`src/rtl/dma_req_sel_pkg.sv`:
```
package dma_req_sel_pkg;
  localparam int SEL_W = 6;

  typedef struct packed {
    logic [SEL_W-1:0] sel;
    logic             sw;
    logic             dst;
    logic             blk;
  } ch_cfg_t;
endpackage

```
`src/rtl/dma_req_cfg_latch.sv`:
```
module dma_req_cfg_latch
  import dma_req_sel_pkg::*;
(
  input  logic    clk_i,
  input  logic    rst_ni,
  input  logic    en_i,
  input  ch_cfg_t cfg_i,
  output logic    act_o,
  output ch_cfg_t cfg_o
);
  logic    act_q;
  ch_cfg_t cfg_q;

  always_ff @(posedge clk_i or negedge rst_ni) begin
    if (!rst_ni) begin
      act_q <= 1'b0;
      cfg_q <= '0;
    end else begin
      act_q <= en_i;
      if (en_i && !act_q) cfg_q <= cfg_i;
    end
  end

  assign act_o = act_q;
  assign cfg_o = cfg_q;

  // configuration frozen while the channel stays enabled
  assert_cfg_hold_R2: assert property (@(posedge clk_i) disable iff (!rst_ni)
    (act_q && en_i) |=> $stable(cfg_q));
endmodule

```
`src/rtl/dma_req_decode.sv`:
```
module dma_req_decode
  import dma_req_sel_pkg::*;
#(
  parameter int NUM_REQ = 16
) (
  input  logic [SEL_W-1:0]   sel_i,
  output logic [NUM_REQ-1:0] dec_o
);
  localparam logic [SEL_W:0] NUM_W = (SEL_W+1)'(NUM_REQ);

  for (genvar g = 0; g < NUM_REQ; g++) begin : g_dec
    assign dec_o[g] = (sel_i == SEL_W'(g));
  end

  always_comb begin
    assert_dec_range_R4: assert (({1'b0, sel_i} < NUM_W) || (dec_o == '0));
    assert_dec_onehot_R8: assert ($onehot0(dec_o));
  end
endmodule

```
`src/rtl/dma_req_ack_gen.sv`:
```
module dma_req_ack_gen #(
  parameter int NUM_REQ = 16
) (
  input  logic               clk_i,
  input  logic               rst_ni,
  input  logic               live_i,
  input  logic               blk_i,
  input  logic               done_i,
  input  logic               last_i,
  input  logic [NUM_REQ-1:0] dec_i,
  output logic [NUM_REQ-1:0] ack_o
);
  logic ack_q;

  always_ff @(posedge clk_i or negedge rst_ni) begin
    if (!rst_ni) ack_q <= 1'b0;
    else         ack_q <= live_i && done_i && (!blk_i || last_i);
  end

  assign ack_o = ack_q ? dec_i : '0;

  assert_burst_ack_R8: assert property (@(posedge clk_i) disable iff (!rst_ni)
    (live_i && done_i && !blk_i) |=> ack_q);
  assert_block_ack_last_R9: assert property (@(posedge clk_i) disable iff (!rst_ni)
    (ack_q && blk_i) |-> $past(last_i));
  assert_ack_single_R8: assert property (@(posedge clk_i) disable iff (!rst_ni)
    $onehot0(ack_o));
endmodule

```
`src/rtl/dma_req_sel.sv`:
```
module dma_req_sel
  import dma_req_sel_pkg::*;
#(
  parameter int NUM_REQ = 16
) (
  input  logic               clk_i,
  input  logic               rst_ni,
  input  logic               en_i,
  input  logic [SEL_W-1:0]   cfg_sel_i,
  input  logic               cfg_sw_i,
  input  logic               cfg_dst_i,
  input  logic               cfg_blk_i,
  input  logic [NUM_REQ-1:0] req_i,
  input  logic               burst_done_i,
  input  logic               last_burst_i,
  output logic               req_o,
  output logic               sw_req_o,
  output logic               port_wr_o,
  output logic               blk_mode_o,
  output logic [NUM_REQ-1:0] ack_o
);
  ch_cfg_t              cfg_in, cfg;
  logic                 act;
  logic [NUM_REQ-1:0]   dec;
  logic                 hit, hw_act, live, req_q;

  assign cfg_in = '{sel: cfg_sel_i, sw: cfg_sw_i, dst: cfg_dst_i, blk: cfg_blk_i};

  dma_req_cfg_latch i_cfg (
    .clk_i (clk_i),
    .rst_ni(rst_ni),
    .en_i  (en_i),
    .cfg_i (cfg_in),
    .act_o (act),
    .cfg_o (cfg)
  );

  dma_req_decode #(.NUM_REQ(NUM_REQ)) i_dec (
    .sel_i(cfg.sel),
    .dec_o(dec)
  );

  assign hit    = |(req_i & dec);
  assign hw_act = act && !cfg.sw;
  assign live   = hw_act && en_i;

  always_ff @(posedge clk_i or negedge rst_ni) begin
    if (!rst_ni) req_q <= 1'b0;
    else         req_q <= live && hit;
  end

  dma_req_ack_gen #(.NUM_REQ(NUM_REQ)) i_ack (
    .clk_i (clk_i),
    .rst_ni(rst_ni),
    .live_i(live),
    .blk_i (cfg.blk),
    .done_i(burst_done_i),
    .last_i(last_burst_i),
    .dec_i (dec),
    .ack_o (ack_o)
  );

  assign req_o      = req_q;
  assign sw_req_o   = act && cfg.sw;
  assign port_wr_o  = hw_act && cfg.dst;
  assign blk_mode_o = hw_act && cfg.blk;

  assert_sw_bypass_R5: assert property (@(posedge clk_i) disable iff (!rst_ni)
    sw_req_o |-> (!req_o && !port_wr_o && !blk_mode_o && (ack_o == '0)));
  assert_disable_clear_R10: assert property (@(posedge clk_i) disable iff (!rst_ni)
    !en_i |=> (!req_o && !sw_req_o && !port_wr_o && !blk_mode_o && (ack_o == '0)));
  assert_req_needs_en_R3: assert property (@(posedge clk_i) disable iff (!rst_ni)
    req_o |-> $past(en_i));
endmodule

```
`config.mk`:
```
export PLATFORM = sky130hd
export DESIGN_NAME = dma_req_sel
export DESIGN_NICKNAME = d
export VERILOG_FILES = /design/src/rtl/dma_req_sel_pkg.sv /design/src/rtl/dma_req_cfg_latch.sv /design/src/rtl/dma_req_decode.sv /design/src/rtl/dma_req_ack_gen.sv /design/src/rtl/dma_req_sel.sv
export SDC_FILE = /design/constraint.sdc
export NUM_CORES = 1
export LEC_CHECK = 0
export BUFFER_PORTS_ARGS = -buffer_cell sky130_fd_sc_hd__buf_4
export CORE_ASPECT_RATIO = 0.7
export CORE_MARGIN = 5
export CORE_UTILIZATION = 41
export DETAILED_ROUTE_END_ITERATION = 12
export GPL_ROUTABILITY_DRIVEN = 1
export PLACE_DENSITY = 0.78
export SETUP_SLACK_MARGIN = 0.2
export SYNTH_ARGS = -nofsm -noshare
export SYNTH_HDL_FRONTEND = slang
export SYNTH_SLANG_ARGS = --single-unit
```
`constraint.sdc`:
```
create_clock -name clk_i -period 1.5 [get_ports clk_i]
set_input_delay 0.225 -clock clk_i [delete_from_list [all_inputs] [get_ports clk_i]]
set_output_delay 0.225 -clock clk_i [all_outputs]
set_load 0.01 [all_outputs]
```
Word level (Yosys, flattened, before mapping)
Index checks and enable logic that the tools add are counted.
{"block": "word_totals", "regBits": 12, "inputBits": 30}
{"block": "classes", "eq_ne": 15, "n_mux": 1, "bitwise_logic": 1, "reduce_logical": 15}
{"operator": "$eq 6x4->1 const B", "count": 8}
{"operator": "$eq 6x3->1 const B", "count": 4}
{"operator": "$and 16x16->16", "count": 1}
{"operator": "$mux 16", "count": 1}
{"operator": "$reduce_or 16->1", "count": 1}
{"operator": "$eq 6x2->1 const B", "count": 2}
{"operator": "$logic_and 1x1->1", "count": 9}
{"operator": "$eq 6x1->1 const B", "count": 1}
{"operator": "$logic_not 6->1", "count": 1}
{"operator": "$logic_not 1->1", "count": 3}
{"operator": "$logic_or 1x1->1", "count": 1}

Logic depth before layout (Yosys ltp)
Gate-level depths: netlist of the first run.
{"block": "depth", "ltp_word": 5, "depth_mapped": 5}

By module
Synthesis of the first run repeated with hierarchy kept, for this count alone.
{"block": "hier_totals", "hier_cells": 82, "hier_area_um2": 865.8}
{"mod": "dma_req_cfg_latch", "instances": 1, "cells_per_inst": 21, "area_per_inst_um2": 419.2, "seq_area_each_um2": 250.2}
{"mod": "dma_req_ack_gen", "instances": 1, "cells_per_inst": 21, "area_per_inst_um2": 163.9, "seq_area_each_um2": 25.0}
{"mod": "dma_req_sel", "instances": 1, "cells_per_inst": 17, "area_per_inst_um2": 151.4, "seq_area_each_um2": 25.0}
{"mod": "dma_req_decode", "instances": 1, "cells_per_inst": 23, "area_per_inst_um2": 131.4, "seq_area_each_um2": 0.0}

Least setup slack after synthesis of the first run
Ideal clock, no wire load.
{"block": "synth_timing", "path_type": "register to output", "start": "register i_cfg.cfg_q, in the netlist i_cfg.cfg_o[7]", "end": "output port ack_o[13]", "t_arrival_ps": 1246, "t_required_ps": 1275, "slack_ps": 29, "stages_incl_launch_ff": 4, "path_cell_list": "dfrtp_1 -> or3b_1 -> or2_2 -> nor2_1"}
{"block": "synth_via", "elab_chain_cells": 2}
{"item": "start, declared", "line": "dma_req_cfg_latch.sv:12", "rtl": "ch_cfg_t cfg_q;"}
{"item": "start signal, assigned", "line": "dma_req_cfg_latch.sv:20", "rtl": "if (en_i && !act_q) cfg_q <= cfg_i;"}
{"item": "$eq 6x4->1", "line": "dma_req_decode.sv:12", "rtl": "assign dec_o[g] = (sel_i == SEL_W'(g));"}
{"item": "$mux 16", "line": "dma_req_ack_gen.sv:20", "rtl": "assign ack_o = ack_q ? dec_i : '0;"}
{"item": "end, declared", "line": "dma_req_sel.sv:20", "rtl": "output logic [NUM_REQ-1:0] ack_o"}
Every way passes these cells.

Final worst setup path of the first run
{"block": "layout_timing", "start": "register i_cfg.cfg_q, in the netlist i_cfg.cfg_o[7]", "end": "output port ack_o[5]"}
{"block": "layout_via", "elab_chain_cells": 2}
{"item": "$eq 6x3->1", "line": "dma_req_decode.sv:12"}
{"item": "$mux 16", "line": "dma_req_ack_gen.sv:20"}
Every way passes these cells.

==> reports/qor.log, run 1 <==
INFO  status         run_status=finished with violations
INFO  status         violations_in_the_final_reports=setup timing
INFO  place          portBuffers=49
INFO  worst_setup_path timing.critical_path.arrival=1.62ns
INFO  worst_hold_path min-delay-path-class=in -> reg
INFO  worst_setup_path worstPathRequired=1.27ns
INFO  sta            final_critical_path_setup_slack=-0.349ns
INFO  sta            worstMarginPinSlew=0.375ns
INFO  clock_tree     clk_root_buffer_cell=sky130_fd_sc_hd__clkbuf_4
INFO  sta            rsz0062_at_grt=true
INFO  detailed_routing wirelength=3080um
INFO  synthesis      synth-edff-count=0
INFO  place          pre_cts_ws=-0.0212ns
INFO  worst_setup_path crit_path_max_fanout=4
INFO  power_and_ir_drop pwr-share-comb=43.2%
INFO  synthesis      most_used_standard_cell_by_instance_count_after_synthesis=sky130_fd_sc_hd__nor2_1
INFO  power_and_ir_drop cellInternalPower=0.710mW
INFO  cells_and_area final_stage_net_count=187
INFO  global_route   vias_in_the_first_global_route=921
INFO  synthesis      synth.cell_area=769um^2
INFO  global_route   grt_pass1_wl=4280um
INFO  floorplan      die_w=61.8um
INFO  global_route   grt_max_degree=13
INFO  worst_hold_path hold_start=en_i
INFO  synthesis      synth_top_area_share=39.0%
INFO  flow_run       cap_violations=0
INFO  synthesis      ys.flop_type=sky130_fd_sc_hd__dfrtp_1
INFO  detailed_routing drt_first_pass_iters=4
INFO  detailed_routing vias_per_cell=5.43
INFO  power_and_ir_drop vdd_ir_drop_max=0.647mV
INFO  floorplan      io-pin-count=50
INFO  floorplan      design.die.area=2860um^2
INFO  worst_setup_path r2r-start=i_cfg.cfg_o[7]
INFO  synthesis      yosys.area.top_type=sky130_fd_sc_hd__dfrtp_1
INFO  cells_and_area syn_to_final_growth=99.0%
INFO  synthesis      syn-num-nets=115
INFO  detailed_routing first_iter_violations=27
INFO  cells_and_area diodes=0
INFO  synthesis      synth_area_leaders=sky130_fd_sc_hd__dfrtp_1 (39%), sky130_fd_sc_hd__mux2_2 (10%), sky130_fd_sc_hd__nor2_1 (8.8%), sky130_fd_sc_hd__mux2i_1 (5.2%), sky130_fd_sc_hd__o21ai_0 (3.3%)
INFO  worst_setup_path r2r_cells=7
INFO  clock_tree     numClockSinks=12
INFO  power_and_ir_drop power_density=687nW/um^2
INFO  worst_setup_path critPathKind=reg -> out
INFO  detailed_routing routed-via-count=961
INFO  worst_setup_path critical_path.startpoint_type=register
INFO  sta            finalHoldViolations=0
INFO  clock_tree     clockBufferDepth=2
INFO  power_and_ir_drop total_switching_power=0.342mW
INFO  sta            clock-skew-final=0.00174ns
INFO  global_route   globalRouteOverflowTotal=0
INFO  place          dp_cells=160
INFO  worst_setup_path worstSetupStartpoint=i_cfg.cfg_o[7]
INFO  sta            total_of_endpoints_with_negative_setup_slack_in_the_final_report=17
INFO  synthesis      synth.yosys.seq_area_share=39.0%
INFO  synthesis      ys.warnings.count=0
INFO  power_and_ir_drop power.sequential.fraction=38.1%
INFO  worst_hold_path whs_path_depth=1
INFO  detailed_routing antenna_left=0
INFO  floorplan      core_region_area=1820um^2
INFO  sta            worst_slew_margin_rel=75.0%
INFO  place          finalWeightedCongestion=0.748
INFO  sta            max_clock_freq=541MHz
INFO  global_route   grt_antenna_before_repair=0
INFO  clock_tree     clock_latency_on_the_worst_skew_pair=0.28ns
INFO  floorplan      floorplan.initialDensity=42.2%
INFO  clock_tree     clock_tree_from_tritoncts=yes
INFO  synthesis      postSynth.asyncResetShare=100%
INFO  sta            period_share=123%
INFO  floorplan      floorplan.rows=13
INFO  cells_and_area drive_above_1_share=73.5%
INFO  detailed_routing post-route-drc-count=0
INFO  clock_tree     cts.reportedPaths.clkPinSlew=0.07ns
INFO  power_and_ir_drop power.clock.fraction=18.7%
INFO  power_and_ir_drop leakage=0.666nW
INFO  detailed_routing final_routed_wire_length_divided_by_cell_count=17.4um
INFO  synthesis      netlist_instances=85
INFO  synthesis      synth_cell_types=26
INFO  power_and_ir_drop swShare=32.5%
INFO  clock_tree     cts_made_buffers=3
INFO  sta            final_max_slew_viol_count=0
INFO  sta            timing.final.crit_period=1.85ns
INFO  cells_and_area layout.cells.non_filler=177
INFO  synthesis      postSynthAreaPerCell=9.05um^2
INFO  synthesis      synth.ff_latch_count=12
INFO  floorplan      die_height=46.2um
INFO  power_and_ir_drop power=1.05mW
INFO  place          post-dp-hpwl=1890um
INFO  synthesis      synth.top_cells.by_count=sky130_fd_sc_hd__nor2_1 (18), sky130_fd_sc_hd__dfrtp_1 (12), sky130_fd_sc_hd__mux2_2 (7), sky130_fd_sc_hd__nand2_1 (5), sky130_fd_sc_hd__o21ai_0 (5)
INFO  worst_setup_path cp-end-kind=primary output
INFO  global_route   track_usage=20.9%
INFO  clock_tree     cts.htree.levels=1
-- stage by stage --
stage          TNS [ns]  hold slack (ns)  cell area, um^2  util, %
6_report          -4.38           0.0710             1530     84.1
5_1_grt           -5.35           0.0655             1530     84.1
4_1_cts           -3.31           0.0639             1450     79.3
3_5_place_dp    -0.0521           0.0692             1230     67.7
3_3_place_gp          0           0.0683             1230     67.7
2_1_floorplan         0          -0.0706              802        -
-- cell type report --
class	instances	area, um^2
inverters	3	13.8
well taps	22	27.5
clock buffers	3	22.5
flip-flops and latches	12	304
multi-input cells	66	568
repair buffers	71	596
fillers	102	290
-- sequential cells by signal (all words and copies together) (netlist names) --
signal	cells
i_cfg.cfg_o	9
i_ack.ack_q	1
i_cfg.act_o	1
req_o	1
-- critical path, stage by stage (launching register included) --
cell	delay (ns)
sky130_fd_sc_hd__dfrtp_1	0.43
sky130_fd_sc_hd__or3b_4	0.39
sky130_fd_sc_hd__or2_4	0.30
sky130_fd_sc_hd__nor2_4	0.11
sky130_fd_sc_hd__buf_6	0.11
-- cells by family (layout without fill, tap and decap cells) --
family,after synthesis,in the layout,synth area share [%]
flip-flops,12,12,39.0
AND/OR/NAND/NOR,41,41,27.6
AO/OA/AOI/OAI,14,14,13.2
multiplexers,11,11,15.4
buffers and inverters,7,77,4.71
-- cell usage in the layout (no fill, tap or decap), types with 2 or more instances in the layout --
cell / instances
sky130_fd_sc_hd__a21oi_1: 2
sky130_fd_sc_hd__a41oi_2: 2
sky130_fd_sc_hd__and2_4: 2
sky130_fd_sc_hd__buf_4: 54
sky130_fd_sc_hd__buf_6: 15
sky130_fd_sc_hd__clkbuf_4: 3
sky130_fd_sc_hd__dfrtp_1: 9
sky130_fd_sc_hd__dfrtp_2: 3
sky130_fd_sc_hd__mux2_2: 7
sky130_fd_sc_hd__mux2i_1: 4
sky130_fd_sc_hd__nand2_1: 5
sky130_fd_sc_hd__nand3_1: 2
sky130_fd_sc_hd__nand3_4: 2
sky130_fd_sc_hd__nand3b_1: 3
sky130_fd_sc_hd__nand4b_1: 2
sky130_fd_sc_hd__nor2_1: 5
sky130_fd_sc_hd__nor2_2: 6
sky130_fd_sc_hd__nor2_4: 7
sky130_fd_sc_hd__o21ai_0: 4
sky130_fd_sc_hd__o21ai_2: 2
sky130_fd_sc_hd__or3b_4: 2
-- power by group through the flow --
stage / logic [mW] / clock network, mW / registers, mW
2_1_floorplan: 0.163 / 0 / 0.389
3_3_place_gp: 0.279 / 0 / 0.405
3_5_place_dp: 0.285 / 0 / 0.409
4_1_cts: 0.408 / 0.200 / 0.396
5_1_grt: 0.482 / 0.217 / 0.407
6_report: 0.455 / 0.196 / 0.401
-- layer usage --
layer	track usage, %	vias up	share of wire, %	routed length (um)
met5	0	-	0	0
met4	8.47	0	3.6	112
met3	5.88	13	6.3	194
met2	34.7	44	50	1530
met1	25.6	461	40	1240
li1	-	443	-	-
-- worst paths after layout --
kind | to | slack [ns]
worst max-delay path | ack_o[5] | -0.35
worst min-delay path | i_cfg.act_o | 0.07
worst max register to register | req_o | -0.11
worst min register to register | i_cfg.cfg_o[1] | 0.51
max in group asynchronous | i_cfg.cfg_o[4] | 1.00
min in group asynchronous | i_cfg.act_o | 0.33
-- repair_timing --
| item | 4_1_cts | 5_1_grt |
|---|---|---|
| gates cloned | 0 | 1 |
| hold buffers | 1 | 0 |
| setup buffers | 11 | 1 |
| pin swaps | 14 | 7 |
| endpoints found under the setup margin | 19 | 24 |
| hold endpoints to repair | 12 | 0 |
| gates resized for setup | 31 | 19 |
Power figures use the tool's default switching activity.
==> inputs of run 2 (changes only) <==
--- a/config.mk
+++ b/config.mk
@@ -12,6 +12,7 @@
 export DETAILED_ROUTE_END_ITERATION = 12
 export GPL_ROUTABILITY_DRIVEN = 1
 export PLACE_DENSITY = 0.78
+export REMOVE_ABC_BUFFERS = 1
 export SETUP_SLACK_MARGIN = 0.2
 export SYNTH_ARGS = -nofsm -noshare
 export SYNTH_HDL_FRONTEND = slang
==> reports/qor.log, run 2 (synthesis gave the netlist of run 1 again) <==
INFO  status         run_status=finished with violations
INFO  status         violations_in_the_final_reports=setup timing
INFO  floorplan      io-pin-count=50
INFO  worst_setup_path critical_path.startpoint_type=register
INFO  clock_tree     clk_root_buffer_cell=sky130_fd_sc_hd__clkbuf_4
INFO  global_route   grt_max_degree=13
INFO  detailed_routing post-route-drc-count=0
INFO  sta            timing.final.crit_period=1.81ns
INFO  clock_tree     clock_latency_on_the_worst_skew_pair=0.28ns
INFO  clock_tree     cts.htree.levels=1
INFO  detailed_routing final_routed_wire_length_divided_by_cell_count=14.2um
INFO  cells_and_area largest_reg_flops=9
INFO  sta            max_clock_freq=552MHz
INFO  global_route   grt_pass1_wl=3590um
INFO  global_route   globalRouteOverflowTotal=0
INFO  sta            total_of_endpoints_with_negative_setup_slack_in_the_final_report=17
INFO  cells_and_area final_stage_net_count=187
INFO  place          post-dp-hpwl=1770um
INFO  sta            clock-skew-final=0.00455ns
INFO  place          dp_cells=162
INFO  clock_tree     cts.reportedPaths.clkPinSlew=0.08ns
INFO  global_route   grt_antenna_before_repair=0
INFO  worst_setup_path timing.critical_path.arrival=1.59ns
INFO  floorplan      floorplan.initialDensity=42.2%
INFO  detailed_routing antenna_left=0
INFO  worst_setup_path cp-end-kind=primary output
INFO  worst_setup_path critPathKind=reg -> out
INFO  detailed_routing first_iter_violations=52
INFO  floorplan      core_region_area=1820um^2
INFO  cells_and_area mostFrequentLayoutCells=sky130_fd_sc_hd__buf_4 (60), sky130_fd_sc_hd__dfrtp_1 (12), sky130_fd_sc_hd__nor2_2 (9), sky130_fd_sc_hd__buf_6 (9)
INFO  power_and_ir_drop vdd_ir_drop_max=0.521mV
INFO  detailed_routing m1WireLength=1050um
INFO  clock_tree     clockBufferDepth=2
INFO  sta            worstMarginPinSlew=0.386ns
INFO  cells_and_area layout.cells.non_filler=177
INFO  floorplan      die_w=61.8um
INFO  clock_tree     numClockSinks=12
INFO  detailed_routing wirelength=2520um
INFO  clock_tree     clock_tree_from_tritoncts=yes
INFO  sta            rsz0062_at_grt=true
INFO  global_route   track_usage=17.4%
INFO  detailed_routing vias_per_cell=5.05
INFO  power_and_ir_drop power_density=695nW/um^2
INFO  sta            final_max_slew_viol_count=0
INFO  sta            period_share=121%
INFO  detailed_routing met2_wirelength=1200um
INFO  flow_run       cap_violations=0
INFO  sta            final_critical_path_setup_slack=-0.312ns
INFO  detailed_routing routed-via-count=894
INFO  worst_hold_path min-delay-path-class=in -> reg
INFO  cells_and_area drive_above_1_share=67.7%
INFO  power_and_ir_drop leakage=0.662nW
INFO  floorplan      floorplan.rows=13
INFO  cells_and_area final_common_cell=sky130_fd_sc_hd__buf_4
INFO  sta            finalHoldViolations=0
INFO  detailed_routing routed.top_layer=met4
INFO  detailed_routing drt_first_pass_iters=4
INFO  clock_tree     cts_made_buffers=3
INFO  floorplan      design.die.area=2860um^2
INFO  place          portBuffers=49
INFO  worst_setup_path worstPathRequired=1.27ns
INFO  cells_and_area syn_to_final_growth=88.0%
INFO  sta            worst_slew_margin_rel=74.2%
INFO  floorplan      die_height=46.2um
INFO  detailed_routing met3WireLength=246um
INFO  place          finalWeightedCongestion=0.770
INFO  worst_setup_path crit_path_max_fanout=5
INFO  cells_and_area diodes=0
INFO  cells_and_area final_core_utilization=79.4%
INFO  global_route   vias_in_the_first_global_route=824
[run 2: path summary, 6_finish.rpt]
check / start / endpoint / slack, ns / cells past startpoint
setup / recovery: i_cfg.cfg_o[7] / ack_o[0] / -0.31 / 4
min in group asynchronous: rst_ni / i_cfg.cfg_o[1] / 0.33 / 2
max in group asynchronous: rst_ni / i_cfg.cfg_o[4] / 1.01 / 2
hold reg to reg: i_cfg.cfg_o[1] / i_cfg.cfg_o[1] / 0.52 / 1
hold / removal: en_i / i_cfg.act_o / 0.06 / 1
setup reg to reg: i_cfg.cfg_o[7] / req_o / -0.24 / 7
[run 2: metal layers]
layer  vias up  track usage, %
met3         3            5.60
li1        442               -
met5         -               0
met2        34            28.0
met1       415            21.9
met4         0            6.36
[run 2: area by class of cell]
class,count,area (um^2)
timing repair buffer,71,567
clock buffer,3,22.5
fill,118,375
inverter,3,11.3
multi-input combinational,66,518
sequential,12,300
tap,22,27.5
[run 2: what timing repair did]
item                       CTS  global route
hold buffers                 1             0
hold endpoints to repair    12             0
pin swaps                    9             5
setup endpoints to repair   19            26
buffers inserted             6             4
gates resized for setup     18            17
gates cloned                 0             1
[run 2: metrics by stage]
step | TNS, ns | setup slack, ns | hold slack (ns) | cell area, um^2 | total power [mW]
after floorplan | 0 | 0.0290 | -0.0706 | 744 | 0.530
after global placement | -0.0348 | -0.0159 | 0.0664 | 1210 | 0.686
after detailed placement | -0.153 | -0.0505 | 0.0706 | 1210 | 0.692
after CTS | -3.36 | -0.298 | 0.0594 | 1360 | 0.961
after global routing | -4.92 | -0.360 | 0.0538 | 1450 | 1.06
final | -3.93 | -0.312 | 0.0617 | 1450 | 1.01
[run 2: power by group]
group | internal, mW | switching (mW) | total (mW) | leakage, nW
combinational | 0.239 | 0.168 | 0.406 | 0.502
sequential | 0.361 | 0.0334 | 0.394 | 0.147
clock | 0.0932 | 0.112 | 0.205 | 0.0138
[run 2: worst max-delay path, stage by stage (launching register included)]
cell and delay, ns:
sky130_fd_sc_hd__dfrtp_1 0.38, sky130_fd_sc_hd__buf_4 0.15, sky130_fd_sc_hd__or4_4 0.54, sky130_fd_sc_hd__nor2_2 0.11
sky130_fd_sc_hd__buf_4 0.12
==> inputs of run 3 (changes only) <==
==> constraint.sdc (replaced) <==
create_clock -name clk_i -period 1.8 [get_ports clk_i]
set_input_delay 0.27 -clock clk_i [delete_from_list [all_inputs] [get_ports clk_i]]
set_output_delay 0.27 -clock clk_i [all_outputs]
set_load 0.01 [all_outputs]
==> reports/qor.log, run 3 (synthesis gave the netlist of run 1 again) <==
INFO  power_and_ir_drop power=0.871mW
INFO  detailed_routing antenna_left=0
INFO  worst_setup_path critPathKind=reg -> out
INFO  flow_run       cap_violations=0
INFO  cells_and_area syn_to_final_growth=84.9%
INFO  global_route   grt_antenna_before_repair=0
INFO  place          finalWeightedCongestion=0.770
INFO  sta            finalHoldViolations=0
INFO  place          post-dp-hpwl=1690um
INFO  sta            final_max_slew_viol_count=0
INFO  global_route   groute.layer.met2.usage=24.6%
INFO  power_and_ir_drop vdd_ir_drop_max=0.500mV
INFO  clock_tree     cts.reportedPaths.clkPinSlew=0.07ns
INFO  cells_and_area final_common_cell=sky130_fd_sc_hd__buf_4
INFO  clock_tree     numClockSinks=12
INFO  sta            worstMarginPinSlew=0.349ns
INFO  sta            clock-skew-final=0.00115ns
INFO  status         violations_in_the_final_reports=setup timing
INFO  cells_and_area mostFrequentLayoutCells=sky130_fd_sc_hd__buf_4 (60), sky130_fd_sc_hd__dfrtp_1 (10), sky130_fd_sc_hd__nor2_1 (8)
INFO  sta            rsz0062_at_grt=true
INFO  worst_setup_path timing.critical_path.arrival=1.61ns
INFO  detailed_routing drt_first_pass_iters=4
INFO  worst_setup_path worstPathRequired=1.53ns
INFO  sta            total_of_endpoints_with_negative_setup_slack_in_the_final_report=8
INFO  sta            timing.final.crit_period=1.88ns
INFO  cells_and_area drive_above_1_share=65.8%
INFO  power_and_ir_drop power_density=612nW/um^2
INFO  place          portBuffers=49
INFO  sta            hold_ws=0.118ns
INFO  floorplan      floorplan.rows=13
INFO  floorplan      die_w=61.8um
INFO  detailed_routing wirelength=2680um
INFO  worst_setup_path critical_path.startpoint_type=register
INFO  clock_tree     cts_made_buffers=3
INFO  worst_hold_path min-delay-path-class=in -> reg
INFO  cells_and_area diodes=0
INFO  status         run_status=finished with violations
INFO  worst_setup_path crit_path_max_fanout=5
INFO  sta            final_critical_path_setup_slack=-0.0786ns
INFO  place          dp_cells=154
INFO  clock_tree     clockBufferDepth=2
INFO  clock_tree     cts.htree.levels=1
INFO  floorplan      core_region_area=1820um^2
INFO  global_route   grtUsageMet1=20.5%
INFO  clock_tree     clk_root_buffer_cell=sky130_fd_sc_hd__clkbuf_4
INFO  sta            max_clock_freq=532MHz
INFO  cells_and_area layout.cells.non_filler=174
INFO  power_and_ir_drop leakage=0.635nW
INFO  detailed_routing post-route-drc-count=0
INFO  global_route   globalRouteOverflowTotal=0
INFO  detailed_routing first_iter_violations=27
INFO  clock_tree     clock_latency_on_the_worst_skew_pair=0.27ns
INFO  global_route   grt_busiest_layer=met2
INFO  worst_setup_path cp-end-kind=primary output
INFO  global_route   vias_in_the_first_global_route=754
INFO  floorplan      die_height=46.2um
INFO  detailed_routing final_routed_wire_length_divided_by_cell_count=15.4um
INFO  floorplan      io-pin-count=50
INFO  sta            period_share=104%
INFO  global_route   grt_max_degree=14
INFO  global_route   track_usage=16.2%
INFO  floorplan      floorplan.initialDensity=42.2%
INFO  global_route   grt_pass1_wl=3360um
INFO  cells_and_area largest_reg_flops=9
INFO  global_route   global_route.usage.met3=7.56%
INFO  detailed_routing vias_per_cell=5.30
INFO  floorplan      design.die.area=2860um^2
INFO  detailed_routing routed-via-count=923
INFO  sta            worst_slew_margin_rel=76.5%
INFO  cells_and_area final_stage_net_count=183
INFO  clock_tree     clock_tree_from_tritoncts=yes
==> run 3: cell types whose count changed in the layout (fill, tap and decap cells not counted), sizes merged <==
cell,change
clkbuf,+1
buf,-4
==> run 3: through the flow <==
| step | TNS [ns] | area, um^2 | utilization, % | setup slack, ns |
|---|---|---|---|---|
| finish | -0.398 | 1420 | 78.1 | -0.0786 |
| global route | -0.823 | 1420 | 78.1 | -0.125 |
| CTS | -0.139 | 1270 | 69.6 | -0.0240 |
| detailed placement | 0 | 1150 | 63.4 | 0.178 |
| global placement | 0 | 1150 | 63.4 | 0.198 |
| floorplan | 0 | 744 | - | 0.284 |
==> run 3: final cells by class <==
type                            count  area, um^2
Tap cell                           22        27.5
Multi-Input combinational cell     66         505
Fill cell                         110         399
Timing Repair Buffer               67         537
Inverter                            3        13.8
Sequential cell                    12         303
Clock buffer                        4        36.3
==> run 3: per-layer routing <==
metal / wire, um / share of wire, % / vias to the layer above
met1: 1060 / 40 / 440
met3: 307 / 11 / 5
li1: - / - / 436
met5: 0 / 0 / -
met2: 1300 / 48 / 42
met4: 13 / 0.48 / 0
==> run 3: timing repair <==
action | CTS | global route
buffers inserted | 6 | 9
pin swaps | 6 | 8
endpoints found under the hold margin | 12 | 0
endpoints found under the setup margin | 16 | 17
resized for setup | 9 | 21
hold buffers | 1 | 0
==> run 3: power by group <==
| group | internal, mW | total (mW) | switching (mW) |
|---|---|---|---|
| Clock | 0.123 | 0.211 | 0.0877 |
| Combinational | 0.186 | 0.323 | 0.137 |
| Sequential | 0.302 | 0.337 | 0.0352 |
==> run 3: final timing paths <==
kind	startpoint	end	slack (ns)	cells after the start
setup / recovery	i_cfg.cfg_o[8]	ack_o[4]	-0.08	4
hold / removal	en_i	i_cfg.act_o	0.12	1
setup reg to reg	i_cfg.cfg_o[3]	req_o	0.15	6
hold reg to reg	i_cfg.cfg_o[1]	i_cfg.cfg_o[1]	0.50	1
max in group asynchronous	rst_ni	i_cfg.cfg_o[6]	1.26	2
min in group asynchronous	rst_ni	i_cfg.cfg_o[2]	0.37	2
==> run 3: critical path: stages (launching register included) <==
cell	delay, ns
sky130_fd_sc_hd__dfrtp_1	0.39
sky130_fd_sc_hd__buf_6	0.13
sky130_fd_sc_hd__or4_4	0.53
sky130_fd_sc_hd__nor2_1	0.13
sky130_fd_sc_hd__buf_4	0.14
